$ cat config.mk
export PLATFORM = sky130hd
export DESIGN_NAME = spi_irq_ctrl
export DESIGN_NICKNAME = d
export VERILOG_FILES = /design/src/rtl/spi_irq_pkg.sv /design/src/rtl/spi_irq_raw.sv /design/src/rtl/spi_irq_mask.sv /design/src/rtl/spi_irq_regs.sv /design/src/rtl/spi_irq_ctrl.sv
export SDC_FILE = /design/constraint.sdc
export NUM_CORES = 1
export LEC_CHECK = 0
export BUFFER_PORTS_ARGS = -buffer_cell sky130_fd_sc_hd__buf_2
export CAP_MARGIN = 25
export CORE_AREA = 2 2 84 86
export CTS_BUF_LIST = sky130_fd_sc_hd__clkbuf_8
export DETAILED_ROUTE_END_ITERATION = 10
export DIE_AREA = 0 0 86 88
export HOLD_SLACK_MARGIN = 0.05
export PLACE_DENSITY = 0.76
export SLEW_MARGIN = 10
export SYNTH_ARGS = -nofsm -noshare
export SYNTH_HDL_FRONTEND = slang
export SYNTH_SLANG_ARGS = --single-unit
$ cat constraint.sdc
create_clock -name clk -period 1.1 [get_ports clk]
set_input_delay 0.165 -clock clk [delete_from_list [all_inputs] [get_ports clk]]
set_output_delay 0.165 -clock clk [all_outputs]
set_load 0.01 [all_outputs]
$ cat src/rtl/spi_irq_pkg.sv
package spi_irq_pkg;
  localparam int unsigned NUM_EV   = 3;
  localparam int unsigned EV_DONE  = 0;
  localparam int unsigned EV_RXRDY = 1;
  localparam int unsigned EV_OVF   = 2;

  localparam int unsigned ADR_CTRL = 0;
  localparam int unsigned ADR_STAT = 1;
  localparam int unsigned ADR_RAW  = 2;
  localparam int unsigned ADR_MASK = 3;
  localparam int unsigned ADR_CLR  = 4;

  // control-word bit that enables each event
  function automatic int unsigned en_bit(input int unsigned ev);
    case (ev)
      EV_DONE:  return 5;
      EV_RXRDY: return 4;
      default:  return 6;
    endcase
  endfunction
endpackage

$ cat src/rtl/spi_irq_raw.sv
module spi_irq_raw #(
  parameter int unsigned N = 3
) (
  input  logic         clk,
  input  logic         rst_n,
  input  logic [N-1:0] ev_i,
  input  logic [N-1:0] clr_i,
  output logic [N-1:0] raw_o
);
  logic [N-1:0] raw_q;

  for (genvar g = 0; g < N; g++) begin : g_bit
    // event takes priority over a clear in the same cycle
    always_ff @(posedge clk) begin
      if (!rst_n)        raw_q[g] <= 1'b0;
      else if (ev_i[g])  raw_q[g] <= 1'b1;
      else if (clr_i[g]) raw_q[g] <= 1'b0;
    end


    a_r2_event_sets: assert property (@(posedge clk) disable iff (!rst_n)
      ev_i[g] |=> raw_q[g]);

    a_r4_clear_drops: assert property (@(posedge clk) disable iff (!rst_n)
      (clr_i[g] && !ev_i[g]) |=> !raw_q[g]);
    a_r4_idle_holds: assert property (@(posedge clk) disable iff (!rst_n)
      (!clr_i[g] && !ev_i[g]) |=> $stable(raw_q[g]));
  end

  assign raw_o = raw_q;
endmodule

$ cat src/rtl/spi_irq_mask.sv
module spi_irq_mask
  import spi_irq_pkg::*;
#(
  parameter int unsigned DW = 32,
  parameter int unsigned N  = 3
) (
  input  logic          clk,
  input  logic          rst_n,
  input  logic [N-1:0]  raw_i,
  input  logic [DW-1:0] ctrl_i,
  output logic [N-1:0]  masked_o,
  output logic          irq_o
);
  logic [N-1:0] en;
  logic         irq_q;

  for (genvar g = 0; g < N; g++) begin : g_en
    assign en[g] = ctrl_i[en_bit(g)];
  end

  assign masked_o = raw_i & en;

  always_ff @(posedge clk) begin
    if (!rst_n) irq_q <= 1'b0;
    else        irq_q <= |masked_o;
  end

  assign irq_o = irq_q;


  a_r7_irq_rise: assert property (@(posedge clk) disable iff (!rst_n)
    (|masked_o) |=> irq_o);
  a_r7_irq_fall: assert property (@(posedge clk) disable iff (!rst_n)
    !(|masked_o) |=> !irq_o);

  a_r3_mask_in_raw: assert property (@(posedge clk) disable iff (!rst_n)
    (masked_o & ~raw_i) == '0);
endmodule

$ cat src/rtl/spi_irq_regs.sv
module spi_irq_regs
  import spi_irq_pkg::*;
#(
  parameter int unsigned DW = 32,
  parameter int unsigned AW = 3,
  parameter int unsigned N  = 3
) (
  input  logic          clk,
  input  logic          rst_n,
  input  logic          acc_en_i,
  input  logic          acc_wr_i,
  input  logic [AW-1:0] acc_addr_i,
  input  logic [DW-1:0] acc_wdata_i,
  input  logic [DW-1:0] stat_i,
  input  logic [N-1:0]  raw_i,
  input  logic [N-1:0]  masked_i,
  output logic [DW-1:0] ctrl_o,
  output logic [N-1:0]  clr_o,
  output logic [DW-1:0] rdata_o
);
  localparam int unsigned PAD = DW - N;

  logic          wr_s, rd_s;
  logic [DW-1:0] ctrl_q, rdata_q, rd_mux;

  assign wr_s = acc_en_i &&  acc_wr_i;
  assign rd_s = acc_en_i && !acc_wr_i;

  always_ff @(posedge clk) begin
    if (!rst_n)
      ctrl_q <= '0;
    else if (wr_s && acc_addr_i == AW'(ADR_CTRL))
      ctrl_q <= acc_wdata_i;
  end

  assign clr_o = (wr_s && acc_addr_i == AW'(ADR_CLR)) ? acc_wdata_i[N-1:0] : '0;

  always_comb begin
    rd_mux = '0;
    if (acc_addr_i == AW'(ADR_CTRL))      rd_mux = ctrl_q;
    else if (acc_addr_i == AW'(ADR_STAT)) rd_mux = stat_i;
    else if (acc_addr_i == AW'(ADR_RAW))  rd_mux = {{PAD{1'b0}}, raw_i};
    else if (acc_addr_i == AW'(ADR_MASK)) rd_mux = {{PAD{1'b0}}, masked_i};
  end

  always_ff @(posedge clk) begin
    if (!rst_n)    rdata_q <= '0;
    else if (rd_s) rdata_q <= rd_mux;
  end

  assign ctrl_o  = ctrl_q;
  assign rdata_o = rdata_q;


  a_r6_ro_keeps_ctrl: assert property (@(posedge clk) disable iff (!rst_n)
    (wr_s && acc_addr_i != AW'(ADR_CTRL)) |=> $stable(ctrl_q));

  a_r9_rdata_holds: assert property (@(posedge clk) disable iff (!rst_n)
    !rd_s |=> $stable(rdata_q));
endmodule

$ cat src/rtl/spi_irq_ctrl.sv
module spi_irq_ctrl
  import spi_irq_pkg::*;
#(
  parameter int unsigned DW = 32,
  parameter int unsigned AW = 3
) (
  input  logic          clk,
  input  logic          rst_n,
  input  logic          ev_done_i,
  input  logic          ev_rxrdy_i,
  input  logic          ev_ovf_i,
  input  logic [DW-1:0] stat_i,
  input  logic          acc_en_i,
  input  logic          acc_wr_i,
  input  logic [AW-1:0] acc_addr_i,
  input  logic [DW-1:0] acc_wdata_i,
  output logic [DW-1:0] acc_rdata_o,
  output logic          irq_o
);
  localparam int unsigned N = NUM_EV;

  logic [N-1:0]  ev, clr, raw, masked;
  logic [DW-1:0] ctrl;

  always_comb begin
    ev           = '0;
    ev[EV_DONE]  = ev_done_i;
    ev[EV_RXRDY] = ev_rxrdy_i;
    ev[EV_OVF]   = ev_ovf_i;
  end

  spi_irq_regs #(.DW(DW), .AW(AW), .N(N)) u_regs (
    .clk(clk), .rst_n(rst_n),
    .acc_en_i(acc_en_i), .acc_wr_i(acc_wr_i), .acc_addr_i(acc_addr_i),
    .acc_wdata_i(acc_wdata_i), .stat_i(stat_i), .raw_i(raw),
    .masked_i(masked), .ctrl_o(ctrl), .clr_o(clr), .rdata_o(acc_rdata_o)
  );

  spi_irq_raw #(.N(N)) u_raw (
    .clk(clk), .rst_n(rst_n), .ev_i(ev), .clr_i(clr), .raw_o(raw)
  );

  spi_irq_mask #(.DW(DW), .N(N)) u_mask (
    .clk(clk), .rst_n(rst_n), .raw_i(raw), .ctrl_i(ctrl),
    .masked_o(masked), .irq_o(irq_o)
  );
endmodule

==> run_results.csv <==
group,metric,value,unit
drt,wirelength,8290,um
drt,wl_per_cell,16.0,um
die,fp.dieH,88,um
layout,syn2layout_area_growth,30.0,%
sta,period_minus_slack,992,ps
logic_synthesis,synth_edf_count,0,
drt,drc_errors,0,
die,ios,107,
logic_synthesis,synth.area.top_cells,"dfxtp_1, o21ai_0, a21boi_1",
logic_synthesis,synthArstFlopShare,0,%
die,start_util,44.7,%
sta,max_freq,1010,MHz
sta,tns,0,ps
cts,clockBufferDepth,2,
placed_design,dp_hpwl,5740,um
run,drv_cap,0,
sta,worst-slew-pin-transition,623,ps
drt,met3WireLength,469,um
global_routing,grt_max_degree,42,
worst_setup_path,cp.arrival,830,ps
cts,clk_pin_slew,70,ps
cts,cts_buffers,9,
die,die-area,0.00757,mm^2
placed_design,gp_congestion,0.863,
logic_synthesis,netlist_area,0.00297,mm^2
drt,vias,2920,
outcome,status,"completed",
worst_setup_path,critPathBufInv,1,
die,core,0.00664,mm^2
pwr,p_switching,1350,uW
cts,post_cts_buffers,0,
drt,dr.max_layer_used,"met4",
layout,fin_nets,506,
min_path,hold_class,"primary input to register",
die,rows,30,
sta,setup_violations,0,
pwr,pwr-share-clk,36.0,%
drt,dr_wl_met2,4050,um
layout,design_area,0.00386,mm^2
drt,m1WireLength,3600,um
logic_synthesis,seq_area_frac_synth,45.8,%
layout,diodes,0,
drt,drt-vias-per-instance,5.65,
pwr,intPower,3800,uW
global_routing,antenna_found_initial,0,
die,die_w,86,um
cts,cts_tree,"yes",
placed_design,place_area,0.00365,mm^2
logic_synthesis,ys_types,28,
pwr,power_frac_seq,50.4,%
pwr,power.total,5150,uW
sta,grt_setup_unrepaired,"false",
worst_setup_path,cp-end-kind,"output port",
sta,maxSlewViolCount,0,
pwr,powerDensity,1330,mW/mm^2
sta,finalHoldViolations,0,
logic_synthesis,synth.top_cell.area_share,45.8,%
worst_setup_path,worst-setup-path-type,"register to output port",
pwr,leakagePower,0.00169,uW
worst_setup_path,critPathTopFamily,"flip-flops",
worst_setup_path,critPathRequiredTime,940,ps
global_routing,gr-usage-all-layers,22.4,%
pwr,power_frac_comb,13.6,%
global_routing,grt.overflow.total,0,
placed_design,io_buffers,106,
pwr,swShare,26.3,%
logic_synthesis,synth_nets,397,
drt,drt-initial-drc-count,182,
drt,ant_nets,0,
logic_synthesis,ys_warn_count,0,
sta,fin_crit_sh,90.2,%
pwr,max-vdd-ir-drop,0.606,mV
worst_setup_path,critical_path.startpoint_type,"register",
cts,worstSkewPairLatency,340,ps
cts,cts_root_buffer,"clkbuf_8",
layout,drive_above_1_share,36.6,%
worst_setup_path,critPathMaxFanout,2,
sta,skew,5.69,ps
cts,htreeDepth,3,
sta,slew_headroom,58.4,%
global_routing,grt_pass1_wl,13400,um
drt,drt_first_pass_iters,5,
cts,cts_sinks,68,
logic_synthesis,synth_top_area_cell,"dfxtp_1",
logic_synthesis,avgSynthCellArea,9.19,um^2
worst_setup_path,cp_slowest_cell,"dfxtp_1",
logic_synthesis,synth_ff_type,"dfxtp_1",
global_routing,grt_pass1_vias,2888,
worst_setup_path,crit_path_max_incr_delay,360,ps
logic_synthesis,ys_ff_latch,68,
worst_setup_path,path_cells,"buf_2",
logic_synthesis,synth_cells,323,
-- synthesized netlist by cell type (6+ instances only) --
master    number
buf_2         10
a21boi_1      30
dfxtp_1       68
inv_1          6
nand3_1       32
a221oi_1      22
nor2_1        30
o21ai_0       61
buf_4          6
nand2_1        6
a221oi_2      10
clkbuf_1      12
-- cell usage in the layout, fill, tap and decap left out, drive strengths merged --
master	instances
nor3	1
nand3b	1
o31a	3
dfxtp	68
nand3	32
mux2i	3
nand4bb	1
and3b	1
nand2	6
buf	129
a221oi	32
nand2b	1
nor2b	2
clkbuf	11
nor2	30
o21ai	61
or2	1
clkinv	4
a32o	3
a21boi	32
nor3b	1
o21a	3
dlygate4sd3	3
a222oi	1
inv	7
-- stage by stage --
stage,utilization (%),setup WS [ps],hold WS (ps),std cells
after floorplan,-,2.32,289,323
after global placement,54.9,-365,379,498
after detailed placement,54.9,-494,380,498
after CTS,58.1,100,56.2,517
after global routing,58.1,75.7,56.5,517
final,58.1,108,70.1,517
-- area by class of cell --
class                           count  area (um^2)
Inverter                            6         22.5
Clock inverter                      5         27.5
Fill cell                         596         2780
Multi-Input combinational cell    215         1420
Sequential cell                    68         1360
Tap cell                           80          100
Clock buffer                       11          151
Timing Repair Buffer              132          783
-- flip-flops by register name (all words and copies together), names as in the netlist --
register / cells
u_regs.rdata_o: 32
u_mask.irq_o: 1
u_regs.ctrl_o: 32
u_raw.raw_o: 3
-- kinds of logic (layout without fill, tap and decap cells) --
| family | count (synthesis) | in the layout | synth area share [%] |
|---|---|---|---|
| simple gates | 77 | 77 | 13.1 |
| flops | 68 | 68 | 45.8 |
| mux | 3 | 3 | 1.01 |
| buf+inv | 40 | 154 | 7.12 |
| compound gates | 135 | 135 | 32.9 |
-- power by group through the flow --
stage / Combinational (uW) / Clock, uW / Sequential [uW]
floorplan: 333 / 0 / 2680
global placement: 677 / 0 / 2650
detailed placement: 691 / 0 / 2650
CTS: 705 / 1890 / 2590
global route: 771 / 2000 / 2610
finish: 703 / 1850 / 2600
-- final timing paths --
kind                                    from                              to  slack, ps  depth (start not counted)
max reg2reg    u_regs.ctrl_o[4]$_SDFFE_PN0P_         u_mask.irq_o$_SDFF_PN0_        110                          2
min                                stat_i[8]  u_regs.rdata_o[8]$_SDFFE_PN0P_         70                          3
max          u_regs.rdata_o[11]$_SDFFE_PN0P_                 acc_rdata_o[11]        110                          1
min reg2reg   u_regs.ctrl_o[26]$_SDFFE_PN0P_  u_regs.ctrl_o[26]$_SDFFE_PN0P_        480                          2
-- metal layers --
layer	global-route usage, %	vias to the layer above
li1	-	1415
met1	28.9	1391
met2	35.9	99
met3	4.62	15
met4	10.8	0
met5	0	-
-- what timing repair did --
item                                    in CTS  in global routing
resized for setup                            1                  0
endpoints found under the setup margin      29                  0
endpoints found under the hold margin        3                  0
hold buffers                                 3                  0
No activity file was read; power rests on OpenSTA's default activity.
